File: config.mk
export PLATFORM = sky130hd
export DESIGN_NAME = a20_rst_port
export DESIGN_NICKNAME = d
export VERILOG_FILES = /design/src/rtl/fgc_pkg.sv /design/src/rtl/fgc_rst_sync.sv /design/src/rtl/fgc_ctrl_reg.sv /design/src/rtl/fgc_pulse_gen.sv /design/src/rtl/fgc_out_merge.sv /design/src/rtl/a20_rst_port.sv
export SDC_FILE = /design/constraint.sdc
export NUM_CORES = 1
export LEC_CHECK = 0
export BUFFER_PORTS_ARGS = -buffer_cell sky130_fd_sc_hd__buf_2
export CORE_UTILIZATION = 44
export CTS_BUF_LIST = sky130_fd_sc_hd__clkbuf_2
export DETAILED_ROUTE_END_ITERATION = 16
export PLACE_DENSITY = 0.87
export SYNTH_ARGS = -nofsm -noshare
export SYNTH_HDL_FRONTEND = slang
export SYNTH_HIERARCHICAL = 1
export SYNTH_SLANG_ARGS = --single-unit
File: constraint.sdc
create_clock -name clk -period 0.92 [get_ports clk]
set_input_delay 0.046 -clock clk [delete_from_list [all_inputs] [get_ports clk]]
set_output_delay 0.046 -clock clk [all_outputs]
set_load 0.02 [all_outputs]
File: src/rtl/fgc_pkg.sv
package fgc_pkg;
  typedef enum logic [1:0] {
    PG_IDLE  = 2'd0,
    PG_DELAY = 2'd1,
    PG_PULSE = 2'd2
  } pg_state_e;

  // Bit positions inside the control byte; software decodes these.
  localparam int unsigned RST_BIT = 0;
  localparam int unsigned A20_BIT = 1;
endpackage

File: src/rtl/fgc_rst_sync.sv
module fgc_rst_sync (
  input  logic clk,
  input  logic rst_n,
  output logic rst_sync_n
);
  logic [1:0] sync_q;

  always_ff @(posedge clk or negedge rst_n) begin
    if (!rst_n) sync_q <= 2'b00;
    else        sync_q <= {sync_q[0], 1'b1};
  end

  assign rst_sync_n = sync_q[1];
endmodule

File: src/rtl/fgc_ctrl_reg.sv
module fgc_ctrl_reg
  import fgc_pkg::*;
#(
  parameter int unsigned ADDR_W = 16,
  parameter int unsigned DATA_W = 8,
  parameter logic [ADDR_W-1:0] PORT_ADDR = 'h92
) (
  input  logic              clk,
  input  logic              rst_n,
  input  logic              port_en,
  input  logic [ADDR_W-1:0] bus_addr,
  input  logic              bus_wr,
  input  logic              bus_rd,
  input  logic [DATA_W-1:0] bus_wdata,
  output logic [DATA_W-1:0] bus_rdata,
  output logic              a20_bit,
  output logic              pulse_start
);
  logic addr_hit, wr_ok, rd_ok;
  logic a20_q, a20_d, rst_q, rst_d, reg_en;
  logic [DATA_W-1:0] rd_vec;
  logic unused_wdata;

  assign addr_hit = (bus_addr == PORT_ADDR);
  assign wr_ok    = bus_wr & addr_hit & port_en;
  assign rd_ok    = bus_rd & addr_hit & port_en;
  assign reg_en   = wr_ok;
  assign unused_wdata = ^bus_wdata;

  // Next-state logic
  always_comb begin
    a20_d = a20_q;
    rst_d = rst_q;
    if (reg_en) begin
      a20_d = bus_wdata[A20_BIT];
      rst_d = bus_wdata[RST_BIT];
    end
  end

  // Register stage with explicit clock enable
  always_ff @(posedge clk or negedge rst_n) begin
    if (!rst_n) begin
      a20_q <= 1'b0;
      rst_q <= 1'b0;
    end else if (reg_en) begin
      a20_q <= a20_d;
      rst_q <= rst_d;
    end
  end

  // Start request only on a 0-to-1 change of the reset bit
  assign pulse_start = wr_ok & bus_wdata[RST_BIT] & ~rst_q;
  assign a20_bit     = a20_q;

  // Readback assembly: defined bits in place, all others zero
  for (genvar gi = 0; gi < DATA_W; gi++) begin : g_rd
    if (gi == A20_BIT) begin : g_a20
      assign rd_vec[gi] = a20_q;
    end else if (gi == RST_BIT) begin : g_rst
      assign rd_vec[gi] = rst_q;
    end else begin : g_zero
      assign rd_vec[gi] = 1'b0;
    end
  end

  assign bus_rdata = rd_ok ? rd_vec : '0;


  write_a20_chk: assert property (@(posedge clk) disable iff (!rst_n)
    wr_ok |=> (a20_q == $past(bus_wdata[A20_BIT])));

  disabled_write_chk: assert property (@(posedge clk) disable iff (!rst_n)
    (bus_wr && !port_en) |=> ($stable(a20_q) && $stable(rst_q)));

  other_addr_chk: assert property (@(posedge clk) disable iff (!rst_n)
    (bus_wr && !addr_hit) |=> ($stable(a20_q) && $stable(rst_q)));

  no_level_start_chk: assert property (@(posedge clk) disable iff (!rst_n)
    rst_q |-> !pulse_start);
endmodule

File: src/rtl/fgc_pulse_gen.sv
module fgc_pulse_gen
  import fgc_pkg::*;
#(
  parameter int unsigned DELAY_CYC = 14,
  parameter int unsigned PULSE_CYC = 6
) (
  input  logic clk,
  input  logic rst_n,
  input  logic start,
  output logic pulse_n
);
  localparam int unsigned MAX_CYC = (DELAY_CYC > PULSE_CYC) ? DELAY_CYC : PULSE_CYC;
  localparam int unsigned CNT_W   = (MAX_CYC < 2) ? 1 : $clog2(MAX_CYC);
  localparam logic [CNT_W-1:0] DELAY_LD = CNT_W'(DELAY_CYC - 1);
  localparam logic [CNT_W-1:0] PULSE_LD = CNT_W'(PULSE_CYC - 1);

  pg_state_e state_q, state_d;
  logic [CNT_W-1:0] cnt_q, cnt_d;
  logic cnt_zero;

  assign cnt_zero = (cnt_q == '0);

  // Next-state logic
  always_comb begin
    state_d = state_q;
    cnt_d   = cnt_q;
    unique case (state_q)
      PG_IDLE: begin
        if (start) begin
          state_d = PG_DELAY;
          cnt_d   = DELAY_LD;
        end
      end
      PG_DELAY: begin
        if (cnt_zero) begin
          state_d = PG_PULSE;
          cnt_d   = PULSE_LD;
        end else begin
          cnt_d = cnt_q - 1'b1;
        end
      end
      PG_PULSE: begin
        if (cnt_zero) state_d = PG_IDLE;
        else          cnt_d   = cnt_q - 1'b1;
      end
      default: begin
        state_d = PG_IDLE;
        cnt_d   = '0;
      end
    endcase
  end

  always_ff @(posedge clk or negedge rst_n) begin
    if (!rst_n) begin
      state_q <= PG_IDLE;
      cnt_q   <= '0;
    end else begin
      state_q <= state_d;
      cnt_q   <= cnt_d;
    end
  end

  assign pulse_n = (state_q != PG_PULSE);


  start_load_chk: assert property (@(posedge clk) disable iff (!rst_n)
    (state_q == PG_IDLE && start) |=> (state_q == PG_DELAY && cnt_q == DELAY_LD));

  pulse_end_chk: assert property (@(posedge clk) disable iff (!rst_n)
    (state_q == PG_PULSE && cnt_zero) |=> (state_q == PG_IDLE));

  delay_to_pulse_chk: assert property (@(posedge clk) disable iff (!rst_n)
    (state_q == PG_DELAY && cnt_zero) |=> (state_q == PG_PULSE && cnt_q == PULSE_LD));

  busy_ignore_chk: assert property (@(posedge clk) disable iff (!rst_n)
    (state_q == PG_PULSE && start) |=> (state_q != PG_DELAY));
endmodule

File: src/rtl/fgc_out_merge.sv
module fgc_out_merge (
  input  logic a20_bit,
  input  logic kbc_a20_gate,
  input  logic pulse_n,
  input  logic kbc_rst_n,
  output logic a20_line,
  output logic cpu_rst_n
);
  assign a20_line  = a20_bit | kbc_a20_gate;
  assign cpu_rst_n = pulse_n & kbc_rst_n;
endmodule

File: src/rtl/a20_rst_port.sv
module a20_rst_port #(
  parameter int unsigned ADDR_W    = 16,
  parameter int unsigned DATA_W    = 8,
  parameter logic [ADDR_W-1:0] PORT_ADDR = 'h92,
  parameter int unsigned DELAY_CYC = 14,
  parameter int unsigned PULSE_CYC = 6
) (
  input  logic              clk,
  input  logic              rst_n,
  input  logic              port_en,
  input  logic [ADDR_W-1:0] bus_addr,
  input  logic              bus_wr,
  input  logic              bus_rd,
  input  logic [DATA_W-1:0] bus_wdata,
  output logic [DATA_W-1:0] bus_rdata,
  input  logic              kbc_a20_gate,
  input  logic              kbc_rst_n,
  output logic              a20_line,
  output logic              cpu_rst_n
);
  logic rst_sync_n, a20_bit, pulse_start, pulse_n;

  fgc_rst_sync u_rst_sync (
    .clk        (clk),
    .rst_n      (rst_n),
    .rst_sync_n (rst_sync_n)
  );

  fgc_ctrl_reg #(
    .ADDR_W    (ADDR_W),
    .DATA_W    (DATA_W),
    .PORT_ADDR (PORT_ADDR)
  ) u_ctrl_reg (
    .clk         (clk),
    .rst_n       (rst_sync_n),
    .port_en     (port_en),
    .bus_addr    (bus_addr),
    .bus_wr      (bus_wr),
    .bus_rd      (bus_rd),
    .bus_wdata   (bus_wdata),
    .bus_rdata   (bus_rdata),
    .a20_bit     (a20_bit),
    .pulse_start (pulse_start)
  );

  fgc_pulse_gen #(
    .DELAY_CYC (DELAY_CYC),
    .PULSE_CYC (PULSE_CYC)
  ) u_pulse_gen (
    .clk     (clk),
    .rst_n   (rst_sync_n),
    .start   (pulse_start),
    .pulse_n (pulse_n)
  );

  fgc_out_merge u_out_merge (
    .a20_bit      (a20_bit),
    .kbc_a20_gate (kbc_a20_gate),
    .pulse_n      (pulse_n),
    .kbc_rst_n    (kbc_rst_n),
    .a20_line     (a20_line),
    .cpu_rst_n    (cpu_rst_n)
  );


  pulse_merge_chk: assert property (@(posedge clk) disable iff (!rst_sync_n)
    !pulse_n |-> !cpu_rst_n);

  disabled_read_chk: assert property (@(posedge clk) disable iff (!rst_sync_n)
    !port_en |-> (bus_rdata == '0));

  a20_high_chk: assert property (@(posedge clk) disable iff (!rst_sync_n)
    a20_bit |-> a20_line);
endmodule

* Yosys cells after proc, flatten, opt, wreduce, memory -nomap -nowiden *
Cells that the tools add are included.

cells by class
  add/subtract/negate cells = 1
  eq/ne operators = 8
  muxes and demuxes = 9
  bitwise logic cells = 9
  reduce and logical (&&, ||, !) cells = 4

operators by type and width
  cell                                                                      number
  16-bit by 8-bit == test with 1-bit output (second input constant)         1
  4-bit 2-to-1 mux                                                          3
  4-bit case mux with 3 select lines                                        1
  2-bit 2-to-1 mux                                                          4
  1-bit bitwise AND                                                         7
  2-bit inequality test (second input constant)                             3
  2-bit case mux with 3 select lines                                        1
  4-bit logical NOT                                                         1
  2-bit by 1-bit inequality test with 1-bit output (second input constant)  2
  4-bit by 1-bit subtractor with 4-bit output (second input constant)       1
  3-bit AND reduction                                                       1
  2-bit by 1-bit == test with 1-bit output (second input constant)          1
  2-bit == test (second input constant)                                     1
  2-bit logical NOT                                                         1
  2-bit AND reduction                                                       1
  1-bit NOT                                                                 1
  1-bit OR                                                                  1

storage, ports and cells
  bits in registers = 10
  bits of input ports = 31
  output and inout port bits = 10
  logic and storage cells = 36

* Longest topological paths before layout *
  depth after elaboration = 7
  depth in mapped cells = 7
  depth with buffers taken out = 7

* Cells and area by module *
Netlist, hierarchy kept.

by module, submodules not included
  module         instances  cells an instance  area an instance (um^2)
  fgc_pulse_gen  1          40                 374.1
  fgc_ctrl_reg   1          24                 241.5
  fgc_rst_sync   1          3                  53.8
  fgc_out_merge  1          2                  12.5

* Worst setup path after synthesis *
OpenSTA, ideal clock, no wires.

  path type = input to register
  from = input port bus_addr[6]
  to = register u_pulse_gen.cnt_q[0]
  arrival time = 1.429 ns
  data required time = 0.833 ns
  setup slack = -0.596 ns
  stages = 7
  path buffers = 0
  path through = nor4_1 and4b_1 nand3_1 nor3b_1 nor3_1 a211o_2 a22oi_1

on the way
  word-level cells in the longest chain between the ends = 7

RTL lines
  what                                       RTL line             source
  start, declared                            a20_rst_port.sv:11   input logic [ADDR_W-1:0] bus_addr,
  16-bit by 8-bit == test with 1-bit output  fgc_ctrl_reg.sv:24   assign addr_hit = (bus_addr == PORT_ADDR);
  1-bit bitwise AND (2 in series)            fgc_ctrl_reg.sv:25   assign wr_ok = bus_wr & addr_hit & port_en;
  1-bit bitwise AND (2 in series)            fgc_ctrl_reg.sv:52   assign pulse_start = wr_ok & bus_wdata[RST_BIT] & ~rst_q;
  via pulse_start                            a20_rst_port.sv:21   logic rst_sync_n, a20_bit, pulse_start, pulse_n;
  2-bit inequality test (no line)            --
  2-bit AND reduction (no line)              --
  end signal, assigned                       fgc_pulse_gen.sv:59  cnt_q <= cnt_d;
  end, declared                              fgc_pulse_gen.sv:18  logic [CNT_W-1:0] cnt_q, cnt_d;

The timed path passes the listed nets, and every way through them passes these cells.
A chain may end at the register's enable or synchronous reset.

* Worst setup path after layout *
  from = register u_pulse_gen.cnt_q[1]
  to = register u_pulse_gen.cnt_q[0]

on the way
  word-level cells in the longest chain between the ends = 3
  elaborated cells on any way between the ends = 5
  classes of those cells = eq/ne (1); mux (2); reduce/logical (2)

RTL lines
  what                                                                              RTL line             source
  4-bit logical NOT (*)                                                             fgc_pulse_gen.sv:21  assign cnt_zero = (cnt_q == '0);
  4-bit 2-to-1 mux / 2-bit inequality test (equally long branches)                  --
  4-bit case mux with 3 select lines / 2-bit AND reduction (equally long branches)  --

Mark *: on every way between the ends. The rest lies on a longest branch, timed or not.

==> results.py <==
metrics = {
    "floorplanning": {
        "ioPinCount": 41,
        "coreArea_sq_um": 1370,
        "dieArea_sq_um": 1710,
        "die_y_um": 41.4,
        "die_x_um": 41.4,
        "rows": 13,
        "start_util_pct": 49.9,
    },
    "pwr": {
        "switchingPower_w": 0.000227,
        "p_leak_nw": 0.586,
        "seqPwrFrac_pct": 53.6,
        "internal_power_w": 0.000618,
        "ir_drop_mv": 0.597,
        "swShare_pct": 26.8,
        "finalPower_w": 0.000844,
        "pwr-share-clk_pct": 29.3,
        "combPwrFrac_pct": 17.2,
        "p_per_area_nw_per_um2": 706,
    },
    "clock_network": {
        "cts-root-buf": "clkbuf_2",
        "path_clk_slew_ns": 0.11,
        "clockBufferDepth": 2,
        "cts_tree": "yes",
        "numCtsBuffers": 3,
        "cts_max_level": 1,
        "cts_sinks": 10,
        "clkLatencyLatePin_ns": 0.26,
    },
    "global_route": {
        "antenna_found_initial": 0,
        "grt_pass1_vias": 731,
        "gr-total-overflow": 0,
        "track_usage_pct": 29.6,
        "grt_pass1_wl_um": 3100,
        "grt_max_degree": 10,
    },
    "run_status": {
        "status": "finished, violations left",
        "failed_checks": "setup timing",
    },
    "synth": {
        "synth_seq_cells": 10,
        "synth_cell_types": 37,
        "ys_top_cells_by_area": "dfrtp_1, buf_4, nor4bb_1, mux2_1, nor4_4",
        "syn-cell-area_sq_um": 682,
        "postSynthAreaPerCell_sq_um": 9.88,
        "yosysTopAreaCellShare_pct": 36.7,
        "synth_warnings": 6,
        "yosysTopAreaCell": "dfrtp_1",
        "netlist_instances": 69,
        "ys_seq_area_share_pct": 36.7,
    },
    "placement": {
        "dp_hpwl_um": 1380,
        "placedCellCount": 126,
        "place_area_sq_um": 966,
        "dp_slack_ns": -0.579,
        "port_buffers": 28,
        "place_congestion": 0.862,
    },
    "final_layout": {
        "nets": 161,
        "fin_cells": 143,
        "area_growth_pct": 75.4,
        "drive_gt1_share_pct": 64.1,
        "final_cell_mix": "buf_4, buf_2, buf_6, dfrtp_1, conb_1",
        "postLayoutCellArea_sq_um": 1200,
        "n_fill_cell": 76,
        "antenna_cells_inserted": 0,
        "final_common_cell": "buf_4",
    },
    "sta": {
        "final.setup.worst_slack_ns": -0.454,
        "fin_crit_ns": 1.37,
        "finalCritPeriodShare_pct": 149,
        "slew_viol_final": 0,
        "rsz0062_at_grt": "yes",
        "hold_viol": 0,
        "worst_clock_skew_ns": 0.00888,
        "hold_slack_ns": 0.0673,
        "max_freq_ghz": 0.728,
        "setup_violations": 12,
    },
    "setup_path": {
        "r2r_setup_slack_ns": -0.45,
        "worst-r2r-cell-count": 6,
        "cp.required_ns": 1.10,
        "crit_arrival_ns": 1.55,
        "critPathLaunchType": "flip-flop",
        "end_kind": "flip-flop",
        "cp_max_fo": 4,
        "reg2reg_from": "u_pulse_gen/cnt_q[1]$_DFFE_PN0P_",
        "r2r_end": "u_pulse_gen/cnt_q[0]$_DFFE_PN0P_",
        "worstSetupPathType": "reg2reg",
    },
    "routing": {
        "detail_route.wl_per_cell_um": 15.9,
        "detail_route.iter0.violations": 16,
        "via_per_inst": 5.48,
        "ant_nets": 0,
        "firstDrtPassIters": 4,
        "wirelength_um": 2270,
        "dr_total_vias": 783,
        "drc": 0,
    },
    "worst_hold_path": {
        "min_to": "u_ctrl_reg/rst_q$_DFFE_PN0P_",
        "min_path_type": "in2reg",
        "hold_start": "bus_wdata[0]",
        "min_path_cells": 2,
    },
    "job": {
        "maxCapViolations": 0,
    },
}
==> cell families after synthesis <==
logic type	Yosys count	synth area share [%]
buffers and inverters	11	9.72
DFF	10	36.7
other	2	1.10
and+or+nand+nor	29	31.0
AOI/OAI and AO/OA	13	14.9
adders and majority gates	2	3.30
muxes	2	3.30
==> power by group through the flow <==
| stage | sequential (W) | combinational (W) | clock [W] |
|---|---|---|---|
| after floorplan | 0.000459 | 0.0000642 | 0 |
| after global placement | 0.000460 | 0.000115 | 0 |
| after detailed placement | 0.000461 | 0.000119 | 0 |
| after CTS | 0.000452 | 0.000137 | 0.000246 |
| after global routing | 0.000454 | 0.000156 | 0.000288 |
| final | 0.000452 | 0.000145 | 0.000247 |
==> stage by stage <==
stage | util (%) | TNS [ns]
global route | 87.5 | -4.30
finish | 87.5 | -3.73
detailed placement | 70.7 | -4.43
CTS | 85.4 | -3.40
floorplan | - | -2.02
global placement | 70.7 | -4.09
==> layout make-up <==
| class | instances | area, sq um | share of cell area (%) |
|---|---|---|---|
| Tap cell | 15 | 18.8 | 1.57 |
| Clock buffer | 3 | 15.0 | 1.26 |
| Timing Repair Buffer | 58 | 423 | 35.4 |
| Multi-Input combinational cell | 53 | 474 | 39.6 |
| Clock inverter | 1 | 3.75 | 0.314 |
| Sequential cell | 10 | 250 | 20.9 |
| Inverter | 3 | 11.3 | 0.941 |
==> flip-flops by register name, indices dropped and copies added (netlist names) <==
name                 count
u_ctrl_reg/rst_q         1
u_ctrl_reg/a20_bit       1
u_rst_sync/sync_q        2
u_pulse_gen/state_q      2
u_pulse_gen/cnt_q        4
==> what timing repair did <==
item	CTS	global route
endpoints found under the hold margin	2	1
pin swaps	10	4
hold buffers	1	1
buffers inserted	11	1
endpoints found under the setup margin	12	12
gates resized for setup	24	5
==> critical path, cell delays in order (launching register included) <==
cell and delay [ns]:
dfrtp_1 0.38, inv_2 0.06, ha_4 0.16, nor3b_4 0.16
buf_4 0.14, a211o_2 0.29, a22oi_2 0.11
==> how the worst max path moves through the flow <==
stage	from	end	slack, ns	depth (start not counted)
2_1_floorplan	bus_addr[6]	u_pulse_gen/cnt_q[0]$_DFFE_PN0P_	-0.48	7
3_5_place_dp	bus_addr[0]	u_pulse_gen/cnt_q[0]$_DFFE_PN0P_	-0.58	8
5_1_grt	u_pulse_gen/cnt_q[1]$_DFFE_PN0P_	u_pulse_gen/cnt_q[0]$_DFFE_PN0P_	-0.50	6
6_report	u_pulse_gen/cnt_q[1]$_DFFE_PN0P_	u_pulse_gen/cnt_q[0]$_DFFE_PN0P_	-0.45	6
4_1_cts	u_pulse_gen/cnt_q[1]$_DFFE_PN0P_	u_pulse_gen/cnt_q[0]$_DFFE_PN0P_	-0.45	6
3_3_place_gp	bus_addr[0]	u_pulse_gen/cnt_q[0]$_DFFE_PN0P_	-0.55	8
==> cell usage after synthesis, drive strengths merged <==
library cell,count
maj3,1
nor2b,1
nor2,3
or2,1
nand3b,1
o22ai,1
nand2,2
a21bo,1
nor4,2
nor3b,3
nor4bb,3
conb,2
nor3,2
a22oi,1
inv,3
nand3,2
o31ai,1
mux2,2
and4b,1
and3,1
a21oi,2
or3,1
a211o,2
ha,1
o21ai,2
nand2b,2
a2111o,1
a211oi,1
and2,3
buf,8
o211ai,1
dfrtp,10
nand4,1
==> layer usage <==
metal  track usage, %  part of all wire (%)  up-vias
met5                0                     0        -
met4             17.7                   2.7        0
met3             7.45                   5.9        6
met2             54.7                    53       41
met1             29.3                    38      380
li1                 -                     -      356
No activity file was read; power rests on OpenSTA's default activity.
